--- src/rtl/xts_tweak_gen.sv ---
module xts_tweak_gen #(
  parameter int LANES = 4
) (
  input  logic                 clk,
  input  logic                 rst_n,
  input  logic                 load,
  input  logic [127:0]         init_tweak,
  input  logic                 adv_group,
  input  logic                 adv_one,
  output logic [LANES*128-1:0] lanes_out,
  output logic [127:0]         next_tweak,
  output logic                 valid
);
  localparam int W   = 128;
  localparam int RW  = LANES + 8;

  function automatic logic [W-1:0] times_x(input logic [W-1:0] t);
    return {t[W-2:0], 1'b0} ^ ({{(W-8){1'b0}}, 8'h87} & {W{t[W-1]}});
  endfunction

  function automatic logic [W-1:0] times_xn(input logic [W-1:0] t);
    logic [LANES-1:0] spill;
    logic [RW-1:0]    fold;
    spill = t[W-1 -: LANES];
    fold  = '0;
    for (int i = 0; i < LANES; i++)
      if (spill[i]) fold = fold ^ (RW'(8'h87) << i);
    return (t << LANES) ^ {{(W-RW){1'b0}}, fold};
  endfunction

  logic [W-1:0] lane_q [LANES];
  logic [W-1:0] chain  [LANES];
  logic         loaded_q;
  logic         do_rebuild, do_group;

  assign do_rebuild = load | (loaded_q & adv_one & ~adv_group);
  assign do_group   = ~load & loaded_q & adv_group;
  assign chain[0]   = load ? init_tweak : times_x(lane_q[0]);

  for (genvar k = 0; k < LANES; k++) begin : g_lane
    if (k > 0) begin : g_chain
      assign chain[k] = times_x(chain[k-1]);
    end
    always_ff @(posedge clk) begin
      if (!rst_n)          lane_q[k] <= '0;
      else if (do_rebuild) lane_q[k] <= chain[k];
      else if (do_group)   lane_q[k] <= times_xn(lane_q[k]);
    end
    assign lanes_out[k*W +: W] = lane_q[k];
  end

  always_ff @(posedge clk) begin
    if (!rst_n) begin
      loaded_q <= 1'b0;
      valid    <= 1'b0;
    end else begin
      loaded_q <= loaded_q | load;
      valid    <= load | (loaded_q & (adv_group | adv_one));
    end
  end

  assign next_tweak = times_x(lane_q[LANES-1]);
endmodule


--- config.mk ---
export PLATFORM = sky130hd
export DESIGN_NAME = xts_tweak_gen
export DESIGN_NICKNAME = d
export VERILOG_FILES = /design/src/rtl/xts_tweak_gen.sv
export SDC_FILE = /design/constraint.sdc
export NUM_CORES = 1
export LEC_CHECK = 0
export ABC_AREA = 0
export BUFFER_PORTS_ARGS = -buffer_cell sky130_fd_sc_hd__clkbuf_2
export CORE_AREA = 2 2 304 306
export DETAILED_ROUTE_END_ITERATION = 7
export DIE_AREA = 0 0 306 308
export PLACE_DENSITY_LB_ADDON = 0.05
export SLEW_MARGIN = 40
export SYNTH_ARGS = -nofsm -noshare
export SYNTH_HDL_FRONTEND = slang
export SYNTH_SLANG_ARGS = --single-unit
--- constraint.sdc ---
create_clock -name clk -period 12 [get_ports clk]
set_input_delay 0.6 -clock clk [delete_from_list [all_inputs] [get_ports clk]]
set_output_delay 0.6 -clock clk [all_outputs]
set_load 0.02 [all_outputs]
==> run metrics, run 1 <==
Synth Area in Compound Gates=1.40%; post-placement cell area=0.0275 mm^2; crit-path max FO=87; Reg clk slew, reported paths=60 ps; NetSw=1.46 mW; # setup viols final=0; io pins=774; Die X=306 um; hold slack=253 ps; Seq/Total Area, Yosys=65.6%; clock network power share=36.3%; slowest stage delay, CP=between 700 and 800 ps; Resized Gates After CTS=0; GPL Wtd Cong=0.824; initial DRC count=1,243; Yosys reg bits=514; first-pass GRT wire length=127 mm; Root Buffer=clkbuf_16; Worst Hold Class=primary input to flop; Switching Share=between 20% and 30%; Rows=111; Largest delay share family, worst path=buffers and inverters; commonest non-fill, non-tap cell in the layout=nand2_1; RSZ-0062 raised after global routing=no; core area=0.0910 mm^2; Logic pwr share=15.6%; Area Overhead vs Synth=24.7%; final worst slack=8240 ps; PwrDens=approximately 170 mW/mm^2; Via Count=16.9k; minimum clock period=3760 ps; vias per inst=4.31; leakage power=14.7 nW; Final Cell Area=just under 0.03 mm^2; Place WS=7690 ps; initial core utilization=roughly a quarter; Tot Pwr=between 4 and 5 mW; post-synthesis xor/xnor area fraction=1.97%; DPL Wire Length=65.9 mm; initial antenna violation count=5; final hold viol count=0; relative slew slack=42.3%; Post-DRT Antenna Nets=0; Syn Inst Count=just over 2k; post-synthesis mux area share=6.09%; Post-synth top flop=edfxtp_1; total grt overflow=0; Pins Over Slew Limit=0; residual DRC count=0; share of layout cells above drive strength 1=38.4%; Adder-Cell Fraction of Synth Area=0%; gr usage total=a little under a fifth; H-tree depth=2; Reg power frac=around half; Worst Clk Skew=approximately 11 ps; IO Port Bufs=just under 800; Worst EP required=12,490 ps; crit start category=primary input; number of max-cap violations=0; wire per inst=23.2 um; Hold Buf Count CTS=0; post-synthesis simple-gate area fraction=17.8%; synth warn=0; CP Capture Type=flop; slowest CP cell=and3_4; FMAX=between 200 and 300 MHz; Post-CTS Setup Repair Bufs=0; post-synthesis net count=2,172; CTS buffer count=61; Yosys top cell by area=edfxtp_1; Max Root-Sink Buffers=3; Crit path arrival time=4240 ps; peak supply drop=roughly 0.11 mV; CP Cell Sequence=buf_6 > nor2b_4 > and3_4 > buf_6 > buf_4 > buf_6 > nand2_1 > nand2_1; Pre-Repair DR Iteration Count=5; number of global-route vias before repair=17.3k; post-synth top area share=65.4%; Setup CP Type=primary input to flop; CP bufs+invs=4; Setup TNS=0 ps; most frequent cells in the layout=nand2_1 (1,002), clkbuf_2 (772), edfxtp_1 (512), mux2_2 (118), clkbuf_16 (63); Final Cycle Share=31.3%; Cell Area, Synth=approximately 0.024 mm^2; largest net degree at the start of global routing=195; most used cell, CP=buf_6; WL final=90.7 mm; Fill cells=around 9.5k; status=finished clean; die footprint=approximately 0.094 mm^2; P_int=3.41 mW; CTS Sinks=roughly 510; fraction of registers with async set/reset=0%; Post-synth EDFFs=between 500 and 600; die height=between 300 and 400 um; CTS tree=yes; top area cells in the synthesized netlist=edfxtp_1 (65%), nand2_1 (16%), mux2_2 (5.7%), buf_4 (5.2%), buf_6 (1.6%); Synth cell types=28; worst slew pin tran=around 870 ps; Worst-Skew Late Latency=approximately 630 ps; largest family of logic cells by synthesized area=simple AND/OR/NAND/NOR gates; # nets final=2,811; Syn Area/Cell=11.5 um^2
## through the flow
stage	util (%)	cells
after CTS	32.2	3904
after detailed placement	30.2	3800
after floorplan	-	2039
after global placement	30.1	3797
final	32.2	3908
after global routing	32.2	3908
## cell usage after synthesis, types with 2 or more instances
master and count:
a21o_1 9, a21oi_1 6, buf_2 15, buf_4 162, buf_6 33, clkbuf_1 4
dfxtp_1 2, edfxtp_1 512, mux2_2 118, mux2i_1 9, nand2_1 1004, nand2_2 57
nor2_1 7, o21a_1 2, o21ai_0 21, o21ai_1 5, o22ai_1 11, xnor2_1 40
xor2_1 13
## worst reg2reg max path, delay by kind of cell (launching register included)
family	cells	cell delay, ps
buffers and inverters	3	1990
AND/OR/NAND/NOR	3	1020
flip-flops	1	380
## path summary, 6_finish.rpt
kind | start | end | slack, ps | depth (start not counted)
hold / removal | rst_n | loaded_q$_SDFF_PN0_ | 250 | 2
setup reg to reg | loaded_q$_SDFF_PN0_ | lane_q[3][89]$_DFFE_PP_ | 8470 | 6
setup / recovery | load | lane_q[3][89]$_DFFE_PP_ | 8240 | 8
hold reg to reg | loaded_q$_SDFF_PN0_ | loaded_q$_SDFF_PN0_ | 530 | 1
## metal layers
metal  wire [um]  global-route usage, %  vias to the layer above
met5          24                      0                        -
met4        1830                   4.42                        4
met3        6250                   5.14                       96
met2       46300                   32.9                      575
met1       36300                   21.9                     8192
li1            -                      -                     7995
## registers in the layout, summed over array words and instances (netlist names)
register	cells
lane_q	512
loaded_q	1
valid	1
## cell type report
cell class	count	area (um^2)	area share [%]
well taps	1186	1480	5.06
multi-input cells	1309	6460	22.0
repair buffers	791	4130	14.1
inverters	1	3.75	0.0128
flip-flops and latches	514	15400	52.6
diodes	3	7.51	0.0256
clock inverters	23	176	0.602
clock buffers	81	1640	5.61
## power by group through the flow
stage	clock network (mW)	registers, mW	logic, mW
2_1_floorplan	0	2.53	0.306
3_3_place_gp	0	2.39	0.772
3_5_place_dp	0	2.38	0.772
4_1_cts	1.83	2.35	0.774
5_1_grt	1.88	2.36	0.812
6_report	1.77	2.34	0.759
## cell families (layout without fill, tap and decap cells)
kind of cell / after synthesis / after routing
and+or+nand+nor: 1072 / 1072
DFF: 514 / 514
buffers and inverters: 216 / 896
muxes: 128 / 128
AOI/OAI and AO/OA: 56 / 56
xor gates and xnor gates: 53 / 53
other: 0 / 3
Note: power is estimated with default switching activity, not from simulation.
==> inputs of run 2 (changes only) <==
- clock period: 12 -> 3.3 ns (I/O delays scaled with it)
==> run 2 against run 1 <==
Against the previous run: register-to-register slack worse by 7200 ps; sequential cell count stayed put; final cell count is 2.1% higher; power grew to 3.6 times the previous value; largest power group unchanged.
==> run metrics, run 2 (synthesis results as in run 1) <==
status=finished clean (unchanged); Resized Gates After CTS=0 (unchanged); CTS tree=yes (unchanged); Area Overhead vs Synth=27.9% (was 24.7%); worst slew pin tran=728 ps (was 866 ps); slowest CP cell=and3_4 (unchanged); final hold viol count=0 (unchanged); initial DRC count=1,160 (was 1,243); GPL Wtd Cong=0.834 (was 0.824); slowest stage delay, CP=630 ps (was 770 ps); Worst Hold Class=primary input to flop (unchanged); CP Capture Type=flop (unchanged); # nets final=2,889 (was 2,811); Reg power frac=48.7% (was 48.1%); DPL Wire Length=67.3 mm (was 65.9 mm); P_int=12.2 mW (was 3.41 mW); CP Cell Sequence=dlygate4sd3_1 > clkbuf_2 > nor2b_4 > and3_4 > buf_4 > nand2_1 > nand2_1 (was buf_6 > nor2b_4 > and3_4 > buf_6 > buf_4 > buf_6 > nand2_1 > nand2_1); vias per inst=4.35 (was 4.31); die height=308 um (unchanged); Final Core Density=33.1% (was 32.2%); number of global-route vias before repair=17.8k (was 17.3k); Place WS=982 ps (was 7690 ps); Pre-Repair DR Iteration Count=7 (was 5); Logic pwr share=16.1% (was 15.6%); most used cell, CP=nand2_1 (was buf_6); RSZ-0062 raised after global routing=no (unchanged); Worst EP required=3770 ps (was 12,490 ps); io pins=774 (unchanged); Worst-Skew Late Latency=620 ps (was 630 ps); CTS buffer count=60 (was 61); FMAX=between 400 and 500 MHz; wire per inst=23.0 um (was 23.2 um); Via Count=17.3k (was 16.9k); core area=0.0910 mm^2 (unchanged); Fill cells=9,514 (was 9,529); share of layout cells above drive strength 1=38.0% (was 38.4%); residual DRC count=0 (unchanged); gr usage total=18.8% (was 18.5%); relative slew slack=51.4% (was 42.3%); Final Cycle Share=64.3%; Setup TNS=0 ps (unchanged); Worst Clk Skew=22.9 ps (was 10.6 ps); Biggest register=lane_q (unchanged); crit start category=primary input (unchanged); die footprint=0.0942 mm^2 (unchanged); WL final=91.8 mm (was 90.7 mm); leakage power=15.0 nW (was 14.7 nW); Rows=111 (unchanged); H-tree depth=2 (unchanged); peak supply drop=0.328 mV (was 0.111 mV); initial core utilization=25.8% (unchanged); most frequent cells in the layout=nand2_1 (1,002), clkbuf_2 (772), edfxtp_1 (512), mux2_2 (118), clkbuf_16 (61) (was nand2_1 (1,002), clkbuf_2 (772), edfxtp_1 (512), mux2_2 (118), clkbuf_16 (63)); Reg clk slew, reported paths=60 ps (about the same); minimum clock period=between 2000 and 2500 ps; commonest non-fill, non-tap cell in the layout=nand2_1 (unchanged); Die X=306 um (unchanged); first-pass GRT wire length=129 mm (was 127 mm); Largest register FFs=512 (unchanged); Root Buffer=clkbuf_16 (unchanged); PwrDens=583 mW/mm^2 (was 166 mW/mm^2); NetSw=5.32 mW (was 1.46 mW); IO Port Bufs=773 (unchanged); Post-CTS Setup Repair Bufs=0 (unchanged); CTS Sinks=514 (unchanged); total grt overflow=0 (unchanged); Pins Over Slew Limit=0 (unchanged); Setup CP Type=primary input to flop (unchanged); number of max-cap violations=0 (unchanged); Max Root-Sink Buffers=3 (unchanged); largest net degree at the start of global routing=122 (was 195); clock network power share=35.2% (was 36.3%); Post-DRT Antenna Nets=0 (unchanged); Switching Share=30.3% (was 30.0%); final worst slack=1180 ps (was 8240 ps); initial antenna violation count=1 (was 5); largest registers=lane_q: 512 flops, loaded_q: 1 flops, valid: 1 flops (unchanged); crit-path max FO=42 (was 87); Crit path arrival time=2590 ps (was 4240 ps); # setup viols final=0 (unchanged)
==> run 2: changes by cell type in the layout (fill, tap and decap cells not counted), sizes merged, moves of 2 or more <==
cell | before | now
bufinv | 3 | 1
buf | 19 | 38
diode | 3 | 1
dlygate4sd3 | 0 | 60
clkinv | 19 | 27
==> run 2: area by class of cell <==
class / count / area [um^2] / area share [%]
Timing Repair Buffer: 870 / 4950 / 16.5
Antenna cell: 1 / 2.50 / 0.00832
Sequential cell: 514 / 15400 / 51.3
Tap cell: 1186 / 1480 / 4.94
Multi-Input combinational cell: 1309 / 6460 / 21.5
Inverter: 1 / 3.75 / 0.0125
Clock buffer: 82 / 1610 / 5.34
Clock inverter: 28 / 146 / 0.487
==> run 2: routing by layer <==
layer | wire, um | global-route usage, %
met5 | 0 | 0
met4 | 2160 | 4.97
met3 | 6410 | 5.17
met2 | 46500 | 33.1
met1 | 36700 | 22.4
==> run 2: power by group through the flow <==
stage	combinational (mW)	sequential, mW	clock (mW)
global route	3.02	8.63	6.63
floorplan	1.12	9.09	0
CTS	2.88	8.58	6.38
finish	2.82	8.55	6.18
global placement	2.82	8.72	0
detailed placement	2.81	8.70	0
==> run 2: per-stage QoR <==
stage | total power [mW] | hold WS, ps | area [um^2] | cells
2_1_floorplan | 10.2 | 283 | 23500 | 2039
3_3_place_gp | 11.5 | 461 | 27700 | 3820
3_5_place_dp | 11.5 | 463 | 27700 | 3820
4_1_cts | 17.8 | 1.33 | 30100 | 3990
5_1_grt | 18.3 | 20.2 | 30100 | 3991
6_report | 17.5 | 41.7 | 30100 | 3991
==> run 2: worst max-delay path: cells and delay by family <==
| family | cells | cell delay [ps] |
|---|---|---|
| buf+inv | 3 | 1200 |
| simple gates | 4 | 1170 |
==> run 2: worst paths after layout <==
| path | slack (ps) | to | cells past startpoint | from |
|---|---|---|---|---|
| setup / recovery | 1180 | lane_q[3][95]$_DFFE_PP_ | 7 | rst_n |
| hold / removal | 40 | lane_q[3][107]$_DFFE_PP_ | 4 | init_tweak[104] |
| setup reg to reg | 1260 | lane_q[1][63]$_DFFE_PP_ | 5 | loaded_q$_SDFF_PN0_ |
| hold reg to reg | 540 | loaded_q$_SDFF_PN0_ | 1 | loaded_q$_SDFF_PN0_ |
==> run 2: repair_timing <==
action / CTS / global route
hold endpoints to repair: 183 / 0
endpoints found under the setup margin: 0 / 0
hold buffers: 60 / 0
